`config.mk`:
```
export PLATFORM = sky130hd
export DESIGN_NAME = sc_char_rx
export DESIGN_NICKNAME = d
export VERILOG_FILES = /design/src/rtl/sc_rx_pkg.sv /design/src/rtl/sc_rx_linesync.sv /design/src/rtl/sc_rx_bittimer.sv /design/src/rtl/sc_rx_assemble.sv /design/src/rtl/sc_char_rx.sv
export SDC_FILE = /design/constraint.sdc
export NUM_CORES = 1
export LEC_CHECK = 0
export ABC_AREA = 0
export BUFFER_PORTS_ARGS = -buffer_cell sky130_fd_sc_hd__buf_2
export CORE_ASPECT_RATIO = 1.1
export CORE_UTILIZATION = 30
export CTS_CLUSTER_SIZE = 12
export DETAILED_ROUTE_END_ITERATION = 6
export HOLD_SLACK_MARGIN = 0.03
export PLACE_DENSITY = 0.5
export SYNTH_ARGS = -nofsm -noshare
export SYNTH_HDL_FRONTEND = slang
export SYNTH_HIERARCHICAL = 1
export SYNTH_SLANG_ARGS = --single-unit
```
`constraint.sdc`:
```
create_clock -name clk -period 2.7 [get_ports clk]
set_clock_uncertainty 0.2 [all_clocks]
set_input_delay 0.27 -clock clk [delete_from_list [all_inputs] [get_ports clk]]
set_output_delay 0.27 -clock clk [all_outputs]
set_load 0.03 [all_outputs]
```
`src/rtl/sc_rx_pkg.sv`:
```
package sc_rx_pkg;
  localparam int RATIO_W    = 2;
  localparam int CNT_W      = 9;
  localparam int DATA_W     = 8;
  localparam int FRAME_BITS = DATA_W + 2;

  typedef enum logic [1:0] {
    ST_IDLE,
    ST_START,
    ST_BITS
  } rx_state_e;

  function automatic logic [CNT_W-1:0] clocks_per_bit(input logic [RATIO_W-1:0] sel);
    logic [CNT_W-1:0] n;
    case (sel)
      2'd0:    n = CNT_W'(32);
      2'd1:    n = CNT_W'(64);
      2'd2:    n = CNT_W'(372);
      default: n = CNT_W'(256);
    endcase
    return n;
  endfunction
endpackage

```
`src/rtl/sc_rx_linesync.sv`:
```
module sc_rx_linesync #(
  parameter int STAGES = 2
) (
  input  logic clk,
  input  logic rst,
  input  logic line_in,
  output logic line_s,
  output logic fall
);
  logic [STAGES-1:0] pipe;
  logic              prev;

  always_ff @(posedge clk) begin
    if (rst) begin
      pipe <= '1;
      prev <= 1'b1;
    end else begin
      pipe <= {pipe[STAGES-2:0], line_in};
      prev <= pipe[STAGES-1];
    end
  end

  assign line_s = pipe[STAGES-1];
  assign fall   = prev & ~pipe[STAGES-1];
endmodule

```
`src/rtl/sc_rx_bittimer.sv`:
```
module sc_rx_bittimer
  import sc_rx_pkg::*;
#(
  parameter int CW    = CNT_W,
  parameter int NBITS = FRAME_BITS,
  parameter int IW    = $clog2(NBITS)
) (
  input  logic               clk,
  input  logic               rst,
  input  logic               line,
  input  logic               fall,
  input  logic [RATIO_W-1:0] ratio_sel,
  output logic               smp_stb,
  output logic [IW-1:0]      smp_idx,
  output logic               smp_val
);
  localparam logic [IW-1:0] LAST_IDX = IW'(NBITS - 1);

  rx_state_e      state;
  logic [CW-1:0]  cnt;
  logic [CW-1:0]  len;
  logic [IW-1:0]  idx;

  always_ff @(posedge clk) begin
    if (rst) begin
      state   <= ST_IDLE;
      cnt     <= '0;
      len     <= '0;
      idx     <= '0;
      smp_stb <= 1'b0;
      smp_idx <= '0;
      smp_val <= 1'b1;
    end else begin
      smp_stb <= 1'b0;
      case (state)
        ST_IDLE: begin
          if (fall) begin
            state <= ST_START;
            cnt   <= CW'(1);
            len   <= clocks_per_bit(ratio_sel);
            idx   <= '0;
          end
        end
        ST_START: begin
          if (cnt == (len >> 1)) begin
            if (line) begin
              state <= ST_IDLE;
            end else begin
              state <= ST_BITS;
              cnt   <= CW'(1);
              idx   <= IW'(1);
            end
          end else begin
            cnt <= cnt + CW'(1);
          end
        end
        ST_BITS: begin
          if (cnt == len) begin
            smp_stb <= 1'b1;
            smp_idx <= idx;
            smp_val <= line;
            cnt     <= CW'(1);
            if (idx == LAST_IDX) state <= ST_IDLE;
            else                 idx   <= idx + IW'(1);
          end else begin
            cnt <= cnt + CW'(1);
          end
        end
        default: state <= ST_IDLE;
      endcase
    end
  end
endmodule

```
`src/rtl/sc_rx_assemble.sv`:
```
module sc_rx_assemble #(
  parameter int DW = 8,
  parameter int IW = 4
) (
  input  logic          clk,
  input  logic          rst,
  input  logic          smp_stb,
  input  logic [IW-1:0] smp_idx,
  input  logic          smp_val,
  input  logic          msb_first,
  input  logic          data_invert,
  input  logic          parity_odd,
  input  logic          block_mode,
  input  logic          err_clear,
  output logic [DW-1:0] rx_byte,
  output logic          rx_valid,
  output logic          parity_err,
  output logic          err_pulse,
  output logic          err_sig_flag
);
  localparam logic [IW-1:0] PAR_IDX = IW'(DW + 1);

  logic [DW-1:0] shreg;
  logic [DW-1:0] decoded;
  logic          dat_hit;
  logic          par_hit;
  logic          bad_now;

  always_comb begin
    dat_hit = smp_stb && (smp_idx != '0) && (smp_idx < PAR_IDX);
    par_hit = smp_stb && (smp_idx == PAR_IDX);
    decoded = shreg ^ {DW{data_invert}};
    bad_now = ((^decoded) ^ smp_val) != parity_odd;
  end

  always_ff @(posedge clk) begin
    if (rst) begin
      shreg        <= '0;
      rx_byte      <= '0;
      rx_valid     <= 1'b0;
      parity_err   <= 1'b0;
      err_pulse    <= 1'b0;
      err_sig_flag <= 1'b0;
    end else begin
      rx_valid  <= 1'b0;
      err_pulse <= 1'b0;
      if (dat_hit) begin
        if (msb_first) shreg <= {shreg[DW-2:0], smp_val};
        else           shreg <= {smp_val, shreg[DW-1:1]};
      end
      if (par_hit) begin
        rx_byte   <= decoded;
        rx_valid  <= 1'b1;
        err_pulse <= bad_now & ~block_mode;
      end
      if (par_hit && bad_now)  parity_err <= 1'b1;
      else if (err_clear)      parity_err <= 1'b0;
      if (par_hit && bad_now && !block_mode) err_sig_flag <= 1'b1;
      else if (err_clear)                    err_sig_flag <= 1'b0;
    end
  end
endmodule

```
`src/rtl/sc_char_rx.sv`:
```
module sc_char_rx
  import sc_rx_pkg::*;
#(
  parameter int SYNC_STAGES = 2
) (
  input  logic               clk,
  input  logic               rst,
  input  logic               rxd_in,
  input  logic [RATIO_W-1:0] ratio_sel,
  input  logic               msb_first,
  input  logic               data_invert,
  input  logic               parity_odd,
  input  logic               block_mode,
  input  logic               err_clear,
  output logic [DATA_W-1:0]  rx_byte,
  output logic               rx_valid,
  output logic               parity_err,
  output logic               err_pulse,
  output logic               err_sig_flag
);
  localparam int IDX_W = $clog2(FRAME_BITS);

  logic             line_s;
  logic             fall;
  logic             smp_stb;
  logic [IDX_W-1:0] smp_idx;
  logic             smp_val;

  sc_rx_linesync #(.STAGES(SYNC_STAGES)) sync_i (
    .clk(clk), .rst(rst), .line_in(rxd_in), .line_s(line_s), .fall(fall)
  );

  sc_rx_bittimer #(.CW(CNT_W), .NBITS(FRAME_BITS), .IW(IDX_W)) timer_i (
    .clk(clk), .rst(rst), .line(line_s), .fall(fall), .ratio_sel(ratio_sel),
    .smp_stb(smp_stb), .smp_idx(smp_idx), .smp_val(smp_val)
  );

  sc_rx_assemble #(.DW(DATA_W), .IW(IDX_W)) asm_i (
    .clk(clk), .rst(rst), .smp_stb(smp_stb), .smp_idx(smp_idx), .smp_val(smp_val),
    .msb_first(msb_first), .data_invert(data_invert), .parity_odd(parity_odd),
    .block_mode(block_mode), .err_clear(err_clear),
    .rx_byte(rx_byte), .rx_valid(rx_valid), .parity_err(parity_err),
    .err_pulse(err_pulse), .err_sig_flag(err_sig_flag)
  );
endmodule

```
==> results of run 1 <==
## critical path: cells and delay by family, from the launching register on
family | cells | cell delay, ns
AOI/OAI and AO/OA | 3 | 0.71
DFF | 1 | 0.38
and+or+nand+nor | 2 | 1.10
## routing by layer
layer | vias up | wire, µm | track usage (%)
met5 | - | 0 | 0
met4 | 0 | 95 | 4.96
met3 | 8 | 87 | 2.06
met2 | 19 | 2440 | 20.8
met1 | 937 | 2500 | 15.7
li1 | 1028 | - | -
## flip-flops by register name (all words and copies together), names as in the netlist
signal and count:
asm_i/err_pulse 1, asm_i/err_sig_flag 1, asm_i/parity_err 1, asm_i/rx_byte 8, asm_i/rx_valid 1, asm_i/shreg 8
sync_i/pipe 2, sync_i/prev 1, timer_i/cnt 9, timer_i/idx 4, timer_i/len 4, timer_i/smp_idx 4
timer_i/smp_stb 1, timer_i/smp_val 1, timer_i/state 2
## cell families (layout without fill, tap and decap cells)
logic type | count (synthesis) | in the layout | share of synthesized area (%)
mux | 22 | 22 | 8.94
fa+ha+maj | 11 | 11 | 5.34
simple gates | 90 | 90 | 18.9
xor+xnor | 22 | 22 | 8.75
compound gates | 56 | 56 | 16.6
buf+inv | 23 | 47 | 4.23
flops | 48 | 48 | 37.3
## path summary, 6_finish.rpt
kind,startpoint,to,slack (ns),cells after the start
max reg2reg,timer_i/cnt[2],timer_i/idx[1],0.25,5
min,block_mode,asm_i/err_pulse,0.05,3
max,timer_i/cnt[2],timer_i/idx[1],0.25,5
min reg2reg,sync_i/pipe[0],sync_i/pipe[1],0.21,1
## area by class of cell
| cell class | instances | area (µm²) |
|---|---|---|
| clock buffers | 5 | 68.8 |
| flip-flops and latches | 48 | 961 |
| clock inverters | 2 | 12.5 |
| repair buffers | 27 | 155 |
| fillers | 862 | 5470 |
| multi-input cells | 201 | 1510 |
| well taps | 111 | 139 |
| inverters | 13 | 48.8 |
## per-stage QoR
| stage | area (µm²) | worst slack [ns] | instances | total power [µW] |
|---|---|---|---|---|
| global route | 2890 | 0.0715 | 407 | 1730 |
| detailed placement | 2790 | 0.226 | 398 | 1220 |
| CTS | 2890 | 0.220 | 407 | 1650 |
| finish | 2890 | 0.245 | 407 | 1620 |
| floorplan | 2570 | 0.341 | 272 | 1110 |
| global placement | 2790 | 0.256 | 398 | 1210 |
## layout by cell type (no fill, tap or decap), types with 2 or more instances in the layout
cell type      netlist  routed
and2_1               2       2
xor2_1               5       5
dfxtp_1             48      48
inv_1               13      13
dlygate4sd3_1        0       2
mux2i_1             14      14
nand2_1             10      10
or3_1                3       3
mux2_1               6       6
nand4_1              3       3
nand3_1             12      12
a41oi_1              3       3
a21oi_1             16      16
buf_4                3       4
o21ai_0              9       9
or3_2                3       3
or2_1                3       3
o31ai_1              8       8
ha_1                11      11
clkbuf_8             1       5
nor2_1              29      29
xnor2_1             15      15
nor2b_1              2       2
nor3_1               5       5
a211oi_1             8       8
or4_1                6       6
nand2b_1             2       2
a41oi_4              2       2
mux2_2               2       2
buf_2                1      21
## report_power, final
group | total, µW | switching, µW | leakage [µW] | internal [µW]
clock network | 417 | 241 | 0.0000400 | 176
registers | 755 | 26.0 | 0.000388 | 729
logic | 443 | 257 | 0.000742 | 187
total | 1620 | 524 | 0.00117 | 1090
## repair_timing
item / CTS / global route
hold buffers: 2 / 0
setup endpoints to repair: 0 / 0
hold endpoints to repair: 3 / 0
setup buffers: 0 / 0
==> results by group, run 1 <==
Critical path
  – Worst Path Class, Setup: flop to flop
  – Crit path required time: 2.73 ns
  – Crit path capture type: flop
  – Crit path cell chain: or4_4 > a211oi_4 > a41oi_4 > or4_1 > a21oi_1
  – Arrival time at the worst endpoint: 2.49 ns
  – Startpoint Class: flop
  – Crit path max fanout: 8
  – Slowest-stage cell, CP: or4_4
  – CP peak stage delay: 0.57 ns

Die
  – Total I/O pin count: 22
  – Core ar.: 8360 µm²
  – Die Area: 8960 µm²
  – DIE WIDTH: 90.3 µm
  – Row count: 35
  – Die Ht: 99.2 µm
  – Initial core utilization: 30.8%

GRT
  – Antenna violations before repair: 0
  – GRT Total Usage: 12.3%
  – Largest net degree at the start of global routing: 33
  – First-pass GRT wire length: 8.96 mm
  – Grt ovf: 0
  – Number of global-route vias before repair: 1920

Placement
  – Routability congestion estimate: 0.768
  – Count of input and output buffers: 21
  – DP HPWL: 3.66 mm

Logic synthesis
  – Number of flops mapped to enable cells by yosys: 0
  – Synthesis Warnings: 6
  – Largest cells by area after synthesis: dfxtp_1, mux2i_1, ha_1, xnor2_1, nor2_1
  – Post-Syn Nets: 293
  – Top cell type's share of synthesized area: 37.3%
  – Post-Syn Area per Cell: 9.47 µm²
  – Seq/Total Area, Yosys: 37.3%
  – Syn Inst Count: 272
  – Yosys cell types: 53
  – Cell taking the most area after synthesis: dfxtp_1
  – Synthesized cell area: 2570 µm²
  – Flops & latches, synth: 48
  – Top_reg_cell synth: dfxtp_1
  – Ys async rst share: 0%
  – Top-count cell post-synth: dfxtp_1
  – Top cells by count, synth: dfxtp_1, nor2_1, a21oi_1

STA
  – Worst relative slew slack: 58.6%
  – Pins Over Slew Limit: 0
  – Final setup viols: 0
  – Fin. Hold Viols: 0
  – Final period util: 90.9%
  – RSZ-0062 raised after global routing: false
  – Worst hold slack: 0.0469 ns
  – Fin Setup TNS: 0 ns
  – Peak Freq: 0.407 GHz
  – Worst slew pin tran: 0.617 ns
  – Min Tclk post-route: 2.45 ns

Clock tree
  – Number of buffers created by CTS: 5
  – Worst-case clock buffer depth: 2
  – Clock sink count: 48
  – CTS tree: built
  – Root buf cell: clkbuf_8
  – H-tree Lvls: 2
  – Later-pin clock latency in the skew report: 0.30 ns
  – Post-CTS Resized: 0
  – Clock-pin slew on the worst setup and hold paths: 0.09 ns

Detailed routing
  – Via/cell ratio: 4.89
  – Final wirelength: 5.13 mm
  – Final ANT Viol Nets: 0
  – First drt pass iteration count: 6
  – Via count: 1992
  – DRC viols: 2
  – Number of DRC markers in iteration 0: 66
  – Wire length per cell: 12.6 µm

Run status
  – Failing checks: design-rule violations
  – Status: finished, violations left

Power
  – Leakage: 0.00117 µW
  – PwrDens: 559 nW/µm²
  – Peak VDD IR: 0.177 mV

Flow run
  – Max_cap viols: 0

Cells and area
  – Antenna diodes: 0
  – Area grow syn2layout: 12.2%
  – Core Util, Final: 34.6%
  – Fraction of layout cells with a size suffix above 1: 17.2%
  – Fin nets: 317

Hold path
  – Hold Crit Class: input pin to flop
(Power assumes the default switching activity.)
==> inputs of run 2 (changes only) <==
Settings changed: CELL_PAD_IN_SITES_DETAIL_PLACEMENT set to 1, CELL_PAD_IN_SITES_GLOBAL_PLACEMENT set to 1, PLACE_DENSITY 0.5 to 0.6.
==> results by group, run 2 (synthesized netlist as in run 1, its figures left out) <==
Cells and area
  – Flip-flop count of the largest register after layout: 9 (unchanged)
  – Commonest non-fill, non-tap cell in the layout: dfxtp_1
  – Filler cell count: 959 (+11%)
  – Reg with most FFs: timer_i/cnt
  – Reg area: 961 µm² (unchanged)
  – Commonest non-fill, non-tap cells in the layout: dfxtp_1, nor2_1, buf_2, a21oi_1, xnor2_1
  – Top flop regs: timer_i/cnt: 9 flops, asm_i/rx_byte: 8 flops, asm_i/shreg: 8 flops
  – Multi-input gate area: 1510 µm² (+0.58%)
  – Final instance area: 2930 µm² (+1.4%)
  – Fin nets: 319 (+0.63%)
  – Area grow syn2layout: 13.8%
  – Core Util, Final: 35.0% (+0.49 points)
  – Fraction of layout cells with a size suffix above 1: 17.7% (+0.50 points)
  – Antenna diodes: 0 (unchanged)
  – Final std cells w/o fill: 410 (+0.74%)

Power
  – Leakage: 0.00119 µW (+1.9%)
  – PwrDens: 571 nW/µm² (+2.2%)
  – Peak VDD IR: 0.228 mV (+29%)

Detailed routing
  – First drt pass iteration count: 4 (-2)
  – Number of DRC markers in iteration 0: 53 (-20%)
  – Via/cell ratio: 4.94 (+0.91%)
  – Final wirelength: 5.62 mm (+9.6%)
  – Via count: 2025 (+1.7%)
  – Final ANT Viol Nets: 0 (unchanged)
  – DRC viols: 0 (-2)
  – Wire length per cell: 13.7 µm (+8.8%)

Critical path
  – Arrival time at the worst endpoint: 2.51 ns (+0.02 ns)
  – Crit path capture type: flop
  – CP startpoint: timer_i/cnt[2]
  – Worst Path Class, Setup: flop to flop
  – Crit path required time: 2.74 ns (about the same)
  – R2R Path Start: timer_i/cnt[2]
  – CP peak stage delay: 0.57 ns (about the same)
  – Crit path max fanout: 8 (unchanged)
  – Slowest-stage cell, CP: or4_4
  – Startpoint Class: flop
  – Crit path cell chain: or4_4 > a211oi_4 > a41oi_4 > or4_1 > a21oi_1

Flow run
  – Max_cap viols: 0 (unchanged)

Die
  – Row count: 35 (unchanged)
  – Total I/O pin count: 22 (unchanged)
  – Die Area: 8960 µm² (unchanged)
  – Core ar.: 8360 µm² (unchanged)
  – Die Ht: 99.2 µm (unchanged)
  – DIE WIDTH: 90.3 µm (unchanged)
  – Initial core utilization: 30.8% (unchanged)

Clock tree
  – Worst-case clock buffer depth: 2 (unchanged)
  – Clock-pin slew on the worst setup and hold paths: 0.09 ns (about the same)
  – CTS tree: built
  – Root buf cell: clkbuf_8
  – Clock sink count: 48 (unchanged)
  – H-tree Lvls: 2 (unchanged)
  – Number of buffers created by CTS: 5 (unchanged)
  – Later-pin clock latency in the skew report: 0.30 ns (about the same)
  – Postcts setup bufs: 0 (unchanged)

Placement
  – Routability congestion estimate: 0.752 (-2.1%)
  – Area after DPL: 2800 µm² (+0.27%)
  – DP HPWL: 4.15 mm (+13%)
  – Dpl cells: 399 (+0.25%)
  – Count of input and output buffers: 21 (unchanged)

GRT
  – Number of global-route vias before repair: 2170 (+13%)
  – First-pass GRT wire length: 10.1 mm (+13%)
  – GRT Total Usage: 13.9% (+1.6 points)
  – Grt ovf: 0 (unchanged)
  – Antenna violations before repair: 0 (unchanged)
  – Largest net degree at the start of global routing: 31 (-6.1%)

STA
  – Fin Setup TNS: 0 ns (unchanged)
  – Pins Over Slew Limit: 0 (unchanged)
  – Peak Freq: 0.406 GHz (-0.44%)
  – RSZ-0062 raised after global routing: false
  – Final setup viols: 0 (unchanged)
  – Worst slew pin tran: 0.553 ns (-0.0645 ns)
  – Min Tclk post-route: 2.47 ns (+0.0108 ns)
  – Fin. Hold Viols: 0 (unchanged)
  – Worst relative slew slack: 63.2% (+4.5 points)
  – Final period util: 91.3% (+0.40 points)
  – Worst hold slack: 0.204 ns (+0.157 ns)

Run status
  – Status: complete, no violations

Hold path
  – Min-delay src: data_invert
  – Hold Crit Class: input pin to flop
[run 2: worst max-delay path, delay by kind of cell (launching register included)]
family,cells,cell delay [ns]
flops,1,0.38
compound gates,3,0.72
simple gates,2,1.10
[run 2: area by class of cell]
class	instances	share of cell area (%)
inverters	13	1.66
well taps	111	4.74
multi-input cells	201	51.6
clock buffers	6	2.82
flip-flops and latches	48	32.8
repair buffers	29	5.89
clock inverters	2	0.469
[run 2: stage by stage]
step	total power, µW	setup slack (ns)
2_1_floorplan	1110	0.341
3_3_place_gp	1220	0.199
3_5_place_dp	1220	0.162
4_1_cts	1700	0.147
5_1_grt	1790	0.112
6_report	1670	0.234
[run 2: repair_timing]
action / CTS / global route
resized for setup: 0 / 1
endpoints found under the setup margin: 0 / 1
hold endpoints to repair: 3 / 0
hold buffers: 3 / 0
[run 2: path summary, 6_finish.rpt]
kind | endpoint | slack [ns] | cells after the start
max reg2reg | timer_i/idx[1] | 0.23 | 5
min | asm_i/rx_byte[5] | 0.20 | 3
min reg2reg | sync_i/pipe[1] | 0.21 | 1
max | timer_i/idx[1] | 0.23 | 5
[run 2: report_power, final]
group	leakage, µW	switching [µW]	internal [µW]
clock	0.0000516	253	210
combinational	0.000753	264	191
sequential	0.000388	27.0	729
[run 2: layer usage]
layer,track usage (%),vias to the layer above,routed length [µm]
met2,24.3,16,2700
met5,0,-,0
met3,2.22,4,79
met1,17.3,978,2760
met4,5.09,0,74
li1,-,1027,-
==> inputs of run 3 (changes only) <==
Settings changed: PLACE_DENSITY 0.6 to not set, PLACE_DENSITY_LB_ADDON set to 0.1.
==> results by group, run 3 (synthesized netlist as in run 1, its figures left out) <==
Clock tree
  – Worst-case clock buffer depth: 2 (unchanged)
  – Clock-pin slew on the worst setup and hold paths: 0.10 ns (about the same)
  – Number of buffers created by CTS: 5 (unchanged)
  – Later-pin clock latency in the skew report: 0.30 ns (about the same)
  – Postcts setup bufs: 0 (unchanged)
  – Clock sink count: 48 (unchanged)
  – CTS tree: built
  – H-tree Lvls: 2 (unchanged)
  – Root buf cell: clkbuf_8

Die
  – DIE WIDTH: 90.3 µm (unchanged)
  – Die Ht: 99.2 µm (unchanged)
  – Core ar.: 8360 µm² (unchanged)
  – Die Area: 8960 µm² (unchanged)
  – Row count: 35 (unchanged)
  – Initial core utilization: 30.8% (unchanged)
  – Total I/O pin count: 22 (unchanged)

Critical path
  – Crit path max fanout: 8 (unchanged)
  – Worst Reg2Reg Path Length in Cells: 5 (unchanged)
  – Crit path capture type: flop
  – Arrival time at the worst endpoint: 2.49 ns (-0.02 ns)
  – R2R Path Start: timer_i/cnt[2]
  – Worst reg2reg setup slack: 0.18 ns (-0.06 ns)
  – Crit path required time: 2.67 ns (-0.07 ns)
  – Startpoint Class: flop
  – Reg-to-Reg End: timer_i/cnt[1]
  – Worst Path Class, Setup: flop to flop

Cells and area
  – Commonest non-fill, non-tap cells in the layout: dfxtp_1, nor2_1, buf_2, a21oi_1, xnor2_1
  – Commonest non-fill, non-tap cell in the layout: dfxtp_1
  – Core Util, Final: 34.9% (-0.10 points)
  – Top flop regs: timer_i/cnt: 9 flops, asm_i/rx_byte: 8 flops, asm_i/shreg: 8 flops
  – Filler cell count: 985 (+2.7%)
  – Antenna diodes: 0 (unchanged)
  – Reg with most FFs: timer_i/cnt
  – Flip-flop count of the largest register after layout: 9 (unchanged)
  – Final instance area: 2920 µm² (-0.30%)
  – Area grow syn2layout: 13.5%
  – Fin nets: 321 (+0.63%)
  – Fraction of layout cells with a size suffix above 1: 18.0% (+0.27 points)

GRT
  – Number of global-route vias before repair: 2138 (-1.5%)
  – Grt ovf: 0 (unchanged)
  – GRT Total Usage: 14.5% (+0.60 points)
  – First-pass GRT wire length: 10.6 mm (+4.2%)
  – Largest net degree at the start of global routing: 26 (-16%)
  – Antenna violations before repair: 0 (unchanged)

STA
  – Fin. Hold Viols: 0 (unchanged)
  – Fin Setup TNS: 0 ns (unchanged)
  – Worst hold slack: 0.156 ns (-0.0486 ns)
  – Final setup viols: 0 (unchanged)
  – RSZ-0062 raised after global routing: false
  – Min Tclk post-route: 2.52 ns (+0.0555 ns)
  – Worst relative slew slack: 52.7% (-10 points)
  – Pins Over Slew Limit: 0 (unchanged)
  – Worst slew pin tran: 0.705 ns (+0.153 ns)
  – Final period util: 93.4% (+2.1 points)
  – Peak Freq: 0.397 GHz (-2.2%)

Detailed routing
  – Final wirelength: 6.22 mm (+11%)
  – Via count: 2073 (+2.4%)
  – DRC viols: 0 (unchanged)
  – Number of DRC markers in iteration 0: 49 (-7.5%)
  – Wire length per cell: 15.1 µm (+10%)
  – First drt pass iteration count: 4 (unchanged)
  – Via/cell ratio: 5.04 (+2.1%)
  – Final ANT Viol Nets: 0 (unchanged)

Run status
  – Status: complete, no violations

Power
  – Peak VDD IR: 0.198 mV (-13%)
  – Internal power: 1090 µW (-3.2%)
  – Register share of total power: 46.1% (+0.9 points)
  – Leakage: 0.00119 µW (-0.15%)
  – Part of the power in combinational logic: 28.0% (+0.8 points)
  – Net Switching: 549 µW (+0.90%)
  – Sw Share: 33.4% (+0.91 points)
  – Clock power frac: 26.0% (-1.6 points)
  – PwrDens: 562 nW/µm² (-1.6%)

Placement
  – Count of input and output buffers: 21 (unchanged)
  – Routability congestion estimate: 0.754 (+0.31%)
  – DP HPWL: 4.54 mm (+9.4%)
  – Area after DPL: 2810 µm² (+0.54%)

Hold path
  – Hold Crit Class: input pin to flop
  – Hold path cells: 2 (-1)
  – Min-delay src: rst
  – Worst Hold End: asm_i/rx_byte[6]

Flow run
  – Max_cap viols: 0 (unchanged)
[run 3: cell types whose count changed in the layout (fill, tap and decap cells not counted)]
cell | previous run | this run
buf_4 | 5 | 7
inv_6 | 1 | 0
o31ai_2 | 0 | 1
clkbuf_8 | 6 | 5
o31ai_4 | 1 | 0
clkinvlp_4 | 0 | 1
[run 3: what timing repair did]
action                                 4_1_cts  5_1_grt
endpoints found under the hold margin        4        0
resized for setup                            0        0
hold buffers                                 3        0
[run 3: how the worst max path moves through the flow]
stage                   start             end  slack (ns)  cells past startpoint
2_1_floorplan  timer_i/cnt[0]  timer_i/idx[1]        0.34                      7
3_3_place_gp   timer_i/cnt[2]  timer_i/cnt[1]        0.17                      5
3_5_place_dp   timer_i/cnt[2]  timer_i/cnt[1]        0.14                      5
4_1_cts        timer_i/cnt[2]  timer_i/cnt[1]        0.13                      5
5_1_grt        timer_i/cnt[2]  timer_i/cnt[7]       0.006                      5
6_report       timer_i/cnt[2]  timer_i/cnt[1]        0.18                      5
[run 3: power by group through the flow]
| stage | sequential [µW] | combinational [µW] | clock [µW] |
|---|---|---|---|
| after floorplan | 765 | 343 | 0 |
| after global placement | 774 | 453 | 0 |
| after detailed placement | 774 | 458 | 0 |
| after CTS | 757 | 465 | 456 |
| after global routing | 763 | 507 | 473 |
| final | 757 | 459 | 427 |
[run 3: area by class of cell]
type | count | area [µm²] | share of cell area, %
multi-input cells | 201 | 1510 | 51.5
flip-flops and latches | 48 | 961 | 32.9
repair buffers | 31 | 188 | 6.42
inverters | 13 | 48.8 | 1.67
clock buffers | 5 | 68.8 | 2.35
well taps | 111 | 139 | 4.75
clock inverters | 2 | 12.5 | 0.428
[run 3: per-stage QoR]
stage	power [µW]	instances	setup WS (ns)
CTS	1680	411	0.132
detailed placement	1230	401	0.144
floorplan	1110	272	0.341
global route	1740	411	0.00610
finish	1640	411	0.179
global placement	1230	401	0.167
[run 3: worst max-delay path: stages (launching register included)]
cell and delay (ns):
dfxtp_1 0.38, or4_4 0.57, a211oi_4 0.35, a31oi_1 0.15, o31ai_2 0.64, nor2_1 0.10
[run 3: routing by layer]
metal / vias to the layer above / share of wire, % / track usage [%] / routed length, µm
li1: 1033 / - / - / -
met1: 1021 / 46 / 17.4 / 2850
met4: 0 / 1.0 / 4.34 / 63
met2: 15 / 51 / 26.7 / 3190
met3: 4 / 1.7 / 2.14 / 108
met5: - / 0 / 0 / 0
